File: config.mk
export PLATFORM = sky130hd
export DESIGN_NAME = zbt_sram
export DESIGN_NICKNAME = d
export VERILOG_FILES = /design/src/rtl/zbt_pkg.sv /design/src/rtl/zbt_burst_ctl.sv /design/src/rtl/zbt_pipe.sv /design/src/rtl/zbt_lane_array.sv /design/src/rtl/zbt_sram.sv
export SDC_FILE = /design/constraint.sdc
export NUM_CORES = 2
export LEC_CHECK = 0
export CAP_MARGIN = 20
export CORE_ASPECT_RATIO = 1.5
export CORE_MARGIN = 2
export CORE_UTILIZATION = 41
export DETAILED_ROUTE_END_ITERATION = 10
export REMOVE_ABC_BUFFERS = 1
export SLEW_MARGIN = 15
export SYNTH_ARGS = -nofsm -noshare
export SYNTH_HDL_FRONTEND = slang
export SYNTH_SLANG_ARGS = --single-unit
File: constraint.sdc
create_clock -name clk -period 3.4 [get_ports clk]
set_input_delay 0.51 -clock clk [delete_from_list [all_inputs] [get_ports clk]]
set_output_delay 0.51 -clock clk [all_outputs]
set_load 0.02 [all_outputs]
File: src/rtl/zbt_pkg.sv
package zbt_pkg;

  // Kind of transfer a pipeline stage carries toward the bus
  typedef enum logic [1:0] {
    OP_IDLE = 2'd0,
    OP_RD   = 2'd1,
    OP_WR   = 2'd2
  } op_e;

endpackage

File: src/rtl/zbt_burst_ctl.sv
// Command decode and burst address state.
module zbt_burst_ctl
  import zbt_pkg::*;
#(
  parameter int ADDR_W  = 6,
  parameter int BURST_W = 2
) (
  input  logic              clk,
  input  logic              rst_n,
  input  logic              en,
  input  logic              chip_sel,
  input  logic              adv_burst,
  input  logic              rd_nwr,
  input  logic [ADDR_W-1:0] addr_in,
  output op_e               op,
  output logic [ADDR_W-1:0] op_addr
);

  localparam int HI_W = ADDR_W - BURST_W;

  logic              act_q, act_d;
  logic              wr_q, wr_d;
  logic [ADDR_W-1:0] addr_q, addr_d;
  logic [ADDR_W-1:0] step_addr;

  // Linear step inside the aligned group; upper bits held
  always_comb begin
    step_addr = {addr_q[ADDR_W-1 -: HI_W], addr_q[BURST_W-1:0] + {{(BURST_W-1){1'b0}}, 1'b1}};
  end

  always_comb begin
    act_d   = act_q;
    wr_d    = wr_q;
    addr_d  = addr_q;
    op      = OP_IDLE;
    op_addr = addr_in;
    if (!adv_burst) begin
      act_d  = chip_sel;
      wr_d   = !rd_nwr;
      addr_d = addr_in;
      if (chip_sel) op = rd_nwr ? OP_RD : OP_WR;
    end else begin
      op_addr = step_addr;
      if (act_q) begin
        addr_d = step_addr;
        op     = wr_q ? OP_WR : OP_RD;
      end
    end
  end

  always_ff @(posedge clk or negedge rst_n) begin
    if (!rst_n) begin
      act_q  <= 1'b0;
      wr_q   <= 1'b0;
      addr_q <= '0;
    end else if (en) begin
      act_q  <= act_d;
      wr_q   <= wr_d;
      addr_q <= addr_d;
    end
  end

endmodule

File: src/rtl/zbt_pipe.sv
// Two-stage command pipeline between command edge and data edge.
module zbt_pipe
  import zbt_pkg::*;
#(
  parameter int ADDR_W = 6
) (
  input  logic              clk,
  input  logic              rst_n,
  input  logic              en,
  input  op_e               op_in,
  input  logic [ADDR_W-1:0] addr_in,
  output op_e               s1_op,
  output logic [ADDR_W-1:0] s1_addr,
  output op_e               s2_op,
  output logic [ADDR_W-1:0] s2_addr
);

  op_e               s1_op_d, s2_op_d;
  logic [ADDR_W-1:0] s1_addr_d, s2_addr_d;

  always_comb begin
    s1_op_d   = s1_op;
    s1_addr_d = s1_addr;
    s2_op_d   = s2_op;
    s2_addr_d = s2_addr;
    if (en) begin
      s1_op_d   = op_in;
      s1_addr_d = addr_in;
      s2_op_d   = s1_op;
      s2_addr_d = s1_addr;
    end
  end

  always_ff @(posedge clk or negedge rst_n) begin
    if (!rst_n) begin
      s1_op   <= OP_IDLE;
      s1_addr <= '0;
      s2_op   <= OP_IDLE;
      s2_addr <= '0;
    end else begin
      s1_op   <= s1_op_d;
      s1_addr <= s1_addr_d;
      s2_op   <= s2_op_d;
      s2_addr <= s2_addr_d;
    end
  end

endmodule

File: src/rtl/zbt_lane_array.sv
// Lane-sliced storage with per-lane write strobes and forwarding of the
// write that commits on the same edge as the read.
module zbt_lane_array #(
  parameter int ADDR_W = 6,
  parameter int LANES  = 4,
  parameter int LANE_W = 9
) (
  input  logic                     clk,
  input  logic                     we,
  input  logic [ADDR_W-1:0]        wr_addr,
  input  logic [LANES*LANE_W-1:0]  wdata,
  input  logic [LANES-1:0]         lane_wr_n,
  input  logic [ADDR_W-1:0]        rd_addr,
  output logic [LANES*LANE_W-1:0]  rdata
);

  localparam int DEPTH = 1 << ADDR_W;

  logic hit;
  assign hit = we && (wr_addr == rd_addr);

  for (genvar g = 0; g < LANES; g++) begin : g_lane
    logic [LANE_W-1:0] mem [DEPTH];

    always_ff @(posedge clk) begin
      if (we && !lane_wr_n[g]) mem[wr_addr] <= wdata[g*LANE_W +: LANE_W];
    end

    assign rdata[g*LANE_W +: LANE_W] = (hit && !lane_wr_n[g]) ? wdata[g*LANE_W +: LANE_W]
                                                              : mem[rd_addr];
  end

endmodule

File: src/rtl/zbt_sram.sv
module zbt_sram
  import zbt_pkg::*;
#(
  parameter int ADDR_W  = 6,
  parameter int BURST_W = 2,
  parameter int LANES   = 4,
  parameter int LANE_W  = 9
) (
  input  logic                    clk,
  input  logic                    rst_n,
  input  logic                    ck_en_n,
  input  logic                    sel_a_n,
  input  logic                    sel_b_n,
  input  logic                    sel_c,
  input  logic                    adv_burst,
  input  logic                    rd_nwr,
  input  logic [LANES-1:0]        lane_wr_n,
  input  logic [ADDR_W-1:0]       addr,
  input  logic [LANES*LANE_W-1:0] bus_in,
  output logic [LANES*LANE_W-1:0] bus_out,
  output logic                    bus_oe
);

  localparam int DATA_W = LANES * LANE_W;

  logic              en;
  logic              chip_sel;
  op_e               cmd_op, s1_op, s2_op;
  logic [ADDR_W-1:0] cmd_addr, s1_addr, s2_addr;
  logic [DATA_W-1:0] rd_word;
  logic              oe_d;
  logic [DATA_W-1:0] out_d;
  logic              commit;

  assign en       = !ck_en_n;
  assign chip_sel = !sel_a_n && !sel_b_n && sel_c;
  assign commit   = en && (s2_op == OP_WR);

  zbt_burst_ctl #(.ADDR_W(ADDR_W), .BURST_W(BURST_W)) u_burst (
    .clk      (clk),
    .rst_n    (rst_n),
    .en       (en),
    .chip_sel (chip_sel),
    .adv_burst(adv_burst),
    .rd_nwr   (rd_nwr),
    .addr_in  (addr),
    .op       (cmd_op),
    .op_addr  (cmd_addr)
  );

  zbt_pipe #(.ADDR_W(ADDR_W)) u_pipe (
    .clk    (clk),
    .rst_n  (rst_n),
    .en     (en),
    .op_in  (cmd_op),
    .addr_in(cmd_addr),
    .s1_op  (s1_op),
    .s1_addr(s1_addr),
    .s2_op  (s2_op),
    .s2_addr(s2_addr)
  );

  zbt_lane_array #(.ADDR_W(ADDR_W), .LANES(LANES), .LANE_W(LANE_W)) u_array (
    .clk      (clk),
    .we       (commit),
    .wr_addr  (s2_addr),
    .wdata    (bus_in),
    .lane_wr_n(lane_wr_n),
    .rd_addr  (s1_addr),
    .rdata    (rd_word)
  );

  // Output stage: loaded from stage one so the word is on the bus for edge k+2
  always_comb begin
    oe_d  = bus_oe;
    out_d = bus_out;
    if (en) begin
      oe_d = (s1_op == OP_RD);
      if (s1_op == OP_RD) out_d = rd_word;
    end
  end

  always_ff @(posedge clk or negedge rst_n) begin
    if (!rst_n) begin
      bus_oe  <= 1'b0;
      bus_out <= '0;
    end else begin
      bus_oe  <= oe_d;
      bus_out <= out_d;
    end
  end

endmodule

# ---- Word level (Yosys, flattened, before mapping)
# Memories as Yosys holds them, arrays and structs flattened. A register that Yosys moved wholly into a read port is not among the register bits.
# Index checks and enable logic that the tools add are counted.
# W data, S select, Z words.
dict set report totals {
  regBits 25
  mem_bits_rw 2304
  mem_count 4
}
dict set report classes {
  add_sub_neg 1
  eq_ne 3
  n_mux 16
  bitwise 2
  n_reduce_logical 22
}
# memory depth word_bits read_ports rd_ports_with_merged_regs write_ports line
set mem_list {}
lappend mem_list {{u_array.g_lane[0].mem} 64 9 1 1 1 zbt_lane_array.sv:23} ;# logic [LANE_W-1:0] mem [DEPTH];
lappend mem_list {{u_array.g_lane[1].mem} 64 9 1 1 1 zbt_lane_array.sv:23}
lappend mem_list {{u_array.g_lane[2].mem} 64 9 1 1 1 zbt_lane_array.sv:23}
lappend mem_list {{u_array.g_lane[3].mem} 64 9 1 1 1 zbt_lane_array.sv:23}
# op n
set ops {}
lappend ops {{$logic_not A1 Y1} 12}
lappend ops {{$mux W2} 6}
lappend ops {{$mux W6} 2}
lappend ops {{$mux W1} 8}
lappend ops {{$logic_and A1 B1 Y1} 7}
lappend ops {{$reduce_and A2 Y1} 3}
lappend ops {{$add A2 B1 Y2 const B} 1}
lappend ops {{$eq A2 B1 Y1 const B} 1}
lappend ops {{$eq A2 B2 Y1 const B} 1}
lappend ops {{$ne A2 B1 Y1 const B} 1}
lappend ops {{$not A1 Y1} 2}

# ---- Logic depth before layout (Yosys ltp)
dict set report logic_depth {
  depth_word 5
  mapped_depth 11
  ltp_nobuf 6
}

# ---- Hierarchy
# A second synthesis with hierarchy kept.
dict set report hier_totals {
  hier_cells 4469
  hier_area_um2 92409.9
}
# module n_inst cells_each area_each_um2
set by_module_without_submodules {}
lappend by_module_without_submodules {zbt_lane_array 1 4309 89731.1}
lappend by_module_without_submodules {zbt_sram 1 82 1551.5}
lappend by_module_without_submodules {zbt_pipe 1 34 649.4}
lappend by_module_without_submodules {zbt_burst_ctl 1 44 478.0}

# ---- Worst setup path after synthesis
# No wires, ideal clock.
dict set report synth_timing {
  kind {in2reg}
  start {input ck_en_n}
  end {memory u_array.g_lane[2].mem[10][0], enable pin}
  arrival_time_ns 2.010
  slack_ns 1.016
  path_stages 6
  cell_sequence {clkbuf_1 -> nor3b_1 -> nand2b_1 -> clkbuf_1 -> buf_1 -> nor2_1}
}
dict set report synth_via {
  elab_chain_cells 5
}
# element line
set synth_rtl {}
lappend synth_rtl {{start: declaration} zbt_sram.sv:11} ;# input logic ck_en_n,
lappend synth_rtl {{$logic_not A1 Y1} zbt_sram.sv:35} ;# assign en = !ck_en_n;
lappend synth_rtl {{$logic_and A1 B1 Y1} zbt_sram.sv:37} ;# assign commit = en && (s2_op == OP_WR);
lappend synth_rtl {{$logic_and A1 B1 Y1} zbt_lane_array.sv:26} ;# if (we && !lane_wr_n[g]) mem[wr_addr] <= wdata[g*LANE_W +: LANE_W];
lappend synth_rtl {{$mux W1} zbt_lane_array.sv:26}
lappend synth_rtl {{$mux W1 (not written as such)} zbt_lane_array.sv:26}
lappend synth_rtl {{end: declaration} zbt_lane_array.sv:23}
# Every way passes these cells.

==> metrics.csv <==
stage;metric;value;unit
status;status;finished, final reports clean;
layout;finalInstanceArea;105000;sq um
timing;finalSetupViolCount;0;
logic_synthesis;synth_edf_count;2304;
clock_tree;clock_latency;0.86;ns
routing;drt-vias-per-instance;5.83;
routing;first_pass_iters;7;
setup_path;crit_path_top_delay_cell;nand4_1;
clock_tree;htreeDepth;4;
power_and_ir_drop;p_leak;32.8;nW
timing;tightestPinTransition;1.15;ns
timing;hold_viol_final;0;
die;die_w;389;um
layout;final_nets;4785;
place;portBuffers;90;
routing;drt_iter0_drc;5016;
routing;vias;45500;
logic_synthesis;syn_inst;4247;
setup_path;crit_family;simple AND/OR/NAND/NOR gates;
clock_tree;clock-root-buffer;clkbuf_16;
grt;antenna_found_initial;9;
grt;grt_max_degree;72;
power_and_ir_drop;power_per_cell_area;609;nW/um^2
grt;grt_usage;21.9;%
logic_synthesis;postSynthAreaPerCell;21.5;sq um
layout;fill_cells;18300;
die;die_h;581;um
layout;syn2layout_area_growth;14.9;%
grt;grt-ovfl-total;0;
setup_path;cpMostUsedCell;buf_4;
timing;rsz0062_at_grt;no;
logic_synthesis;syn-cell-area;91100;sq um
grt;grt_pass1_vias;46200;
setup_path;crit_arrival;3.82;ns
routing;wl_per_cell;32.0;um
timing;min_period;3.11;ns
clock_tree;numCtsBuffers;210;
timing;drv_slew;0;
timing;fmax;0.321;GHz
logic_synthesis;ys_seq_area_share;77.6;%
job;cap_violations;0;
place;placed_area;98100;sq um
die;io_pins;91;
logic_synthesis;synth_ff_type;edfxtp_1;
clock_tree;clock_sinks;2365;
timing;hold_ws;0.143;ns
setup_path;max_stage_delay;0.52;ns
clock_tree;clk_pin_slew;0.06;ns
setup_path;path_max_fanout;18;
timing;tns;0;ns
setup_path;crit_chain;buf_12 -> buf_4 -> xnor2_1 -> nand4_1 -> buf_4 -> or3_1 -> nand2_1 -> o21ai_0;
setup_path;cp-end-kind;register;
die;die_area;226000;sq um
clock_tree;cts_resized;0;
hold_path;worst_hold_path_type;in2reg;
logic_synthesis;synthDistinctLibCells;48;
routing;drcViolationCount;0;
clock_tree;clockBufferDepth;4;
logic_synthesis;synth-seq-cells;2365;
timing;fin_crit_sh;91.6;%
place;place_congestion;0.840;
timing;max_slew_margin;23.0;%
setup_path;cp-start-kind;register;
setup_path;path_buf_inv;3;
layout;fin_cells;7795;
setup_path;path_class;reg2reg;
die;rows;212;
logic_synthesis;async_reset_ff_share;2.58;%
clock_tree;cts_tree;built;
logic_synthesis;yosys_warnings;0;
grt;grt_first_pass_wirelength;351;mm
setup_path;critPathRequiredTime;4.10;ns
layout;drive_gt1_share;28.6;%
routing;wl;249;mm
place;post-dp-hpwl;162;mm
timing;finalClockSkew;0.0446;ns
power_and_ir_drop;ir_drop;390;uV
die;coreArea;222000;sq um
routing;ant_nets;0;
place;place_inst;7404;
die;initial_utilization;41.1;%
metal layers:
layer	track usage (%)	part of all wire (%)	wire length, um
met3	3.45	6.2	15500
met2	37.3	51	127000
met5	0	0.014	34
met1	27.8	38	94800
met4	9.45	4.9	12100
sequential cells by signal (all words and copies together) (netlist names):
name and flops:
u_pipe.s1_op 2, u_pipe.s1_addr 6, u_array.g_lane.mem 2304, u_burst.addr_q 6
u_burst.act_q 1, bus_oe 1, u_pipe.s2_op 2, u_pipe.s2_addr 6
u_burst.wr_q 1, bus_out 36
metrics by stage:
| step | worst slack (ns) | util, % | total power [mW] |
|---|---|---|---|
| after floorplan | -20.42 | - | 39.3 |
| after global placement | 0.353 | 44.2 | 41.2 |
| after detailed placement | 0.372 | 44.2 | 41.2 |
| after CTS | 0.359 | 47.2 | 64.2 |
| after global routing | 0.220 | 47.2 | 65.6 |
| final | 0.287 | 47.2 | 63.7 |
placed cells by master (no fill, tap or decap), drive strengths merged, types with 3 or more instances in the layout:
cell type	n
edfxtp	2304
mux4	600
buf	480
nor2	283
clkbuf	272
a22oi	212
nand2	161
a21oi	93
clkinv	80
dfrtp	61
clkdlybuf4s50	52
o21ai	36
nor3	35
a22o	26
mux2i	24
and3	23
mux2	18
bufinv	17
o31ai	11
nand2b	10
inv	10
nor2b	9
o22ai	8
diode	7
xnor2	7
nand3	7
clkinvlp	7
nor3b	7
a211oi	5
and3b	4
or3	4
o22a	3
a31oi	3
a2111oi	3
o311ai	3
o2bb2ai	3
o211ai	3
area by class of cell:
cell class	instances	area, sq um	share of cell area, %
sequential	2365	70700	67.5
multi-input combinational	1615	19200	18.4
clock buffer	271	5580	5.33
timing repair buffer	534	4540	4.34
tap	2889	3610	3.45
clock inverter	109	973	0.930
inverter	5	18.8	0.0179
antenna	7	17.5	0.0167
power breakdown:
part	switching [mW]	internal, mW	leakage [nW]
combinational	4.50	3.32	8.18
clock	10.3	12.9	3.19
sequential	0.516	32.2	21.5
total	15.4	48.4	32.8
synth_stat cells (all sizes together), types with 8 or more instances:
library cell	n	area (sq um)
edfxtp	2304	69200
mux4	600	13500
nor2	283	1060
a22oi	212	1590
nand2	161	604
clkbuf	136	512
buf	126	714
a21oi	93	465
dfrtp	61	1530
o21ai	36	180
nor3	35	180
a22o	26	228
mux2i	24	240
and3	23	144
mux2	18	203
o31ai	11	82.6
nand2b	10	62.6
nor2b	9	56.3
o22ai	8	50.1
repair_timing:
action                                 in CTS  in global routing
endpoints found under the hold margin      47                  0
buffers inserted                            0                  0
hold buffers                                1                  0
worst paths after layout:
| check | to | startpoint | slack, ns | depth (start not counted) |
|---|---|---|---|---|
| worst min-delay path | u_array.g_lane[2].mem[36][2] | bus_in[20] | 0.14 | 1 |
| worst max register to register | bus_out[3] | u_pipe.s1_addr[0] | 0.29 | 8 |
| worst min register to register | u_pipe.s2_op[0] | u_pipe.s2_op[0] | 0.50 | 2 |
| max in group asynchronous | bus_out[3] | rst_n | 2.21 | 3 |
| min in group asynchronous | u_pipe.s1_op[1] | rst_n | 0.35 | 2 |
| worst max-delay path | bus_out[3] | u_pipe.s1_addr[0] | 0.29 | 8 |
logic make-up (layout without fill, tap and decap cells):
| kind of cell | Yosys count | count (layout) | share of synthesized area (%) |
|---|---|---|---|
| other | 0 | 7 | 0 |
| and+or+nand+nor | 550 | 550 | 2.53 |
| xor gates and xnor gates | 7 | 7 | 0.0673 |
| muxes | 642 | 642 | 15.3 |
| buffers and inverters | 267 | 919 | 1.37 |
| AOI/OAI and AO/OA | 416 | 416 | 3.12 |
| DFF | 2365 | 2365 | 77.6 |
No activity file was read; power rests on OpenSTA's default activity.
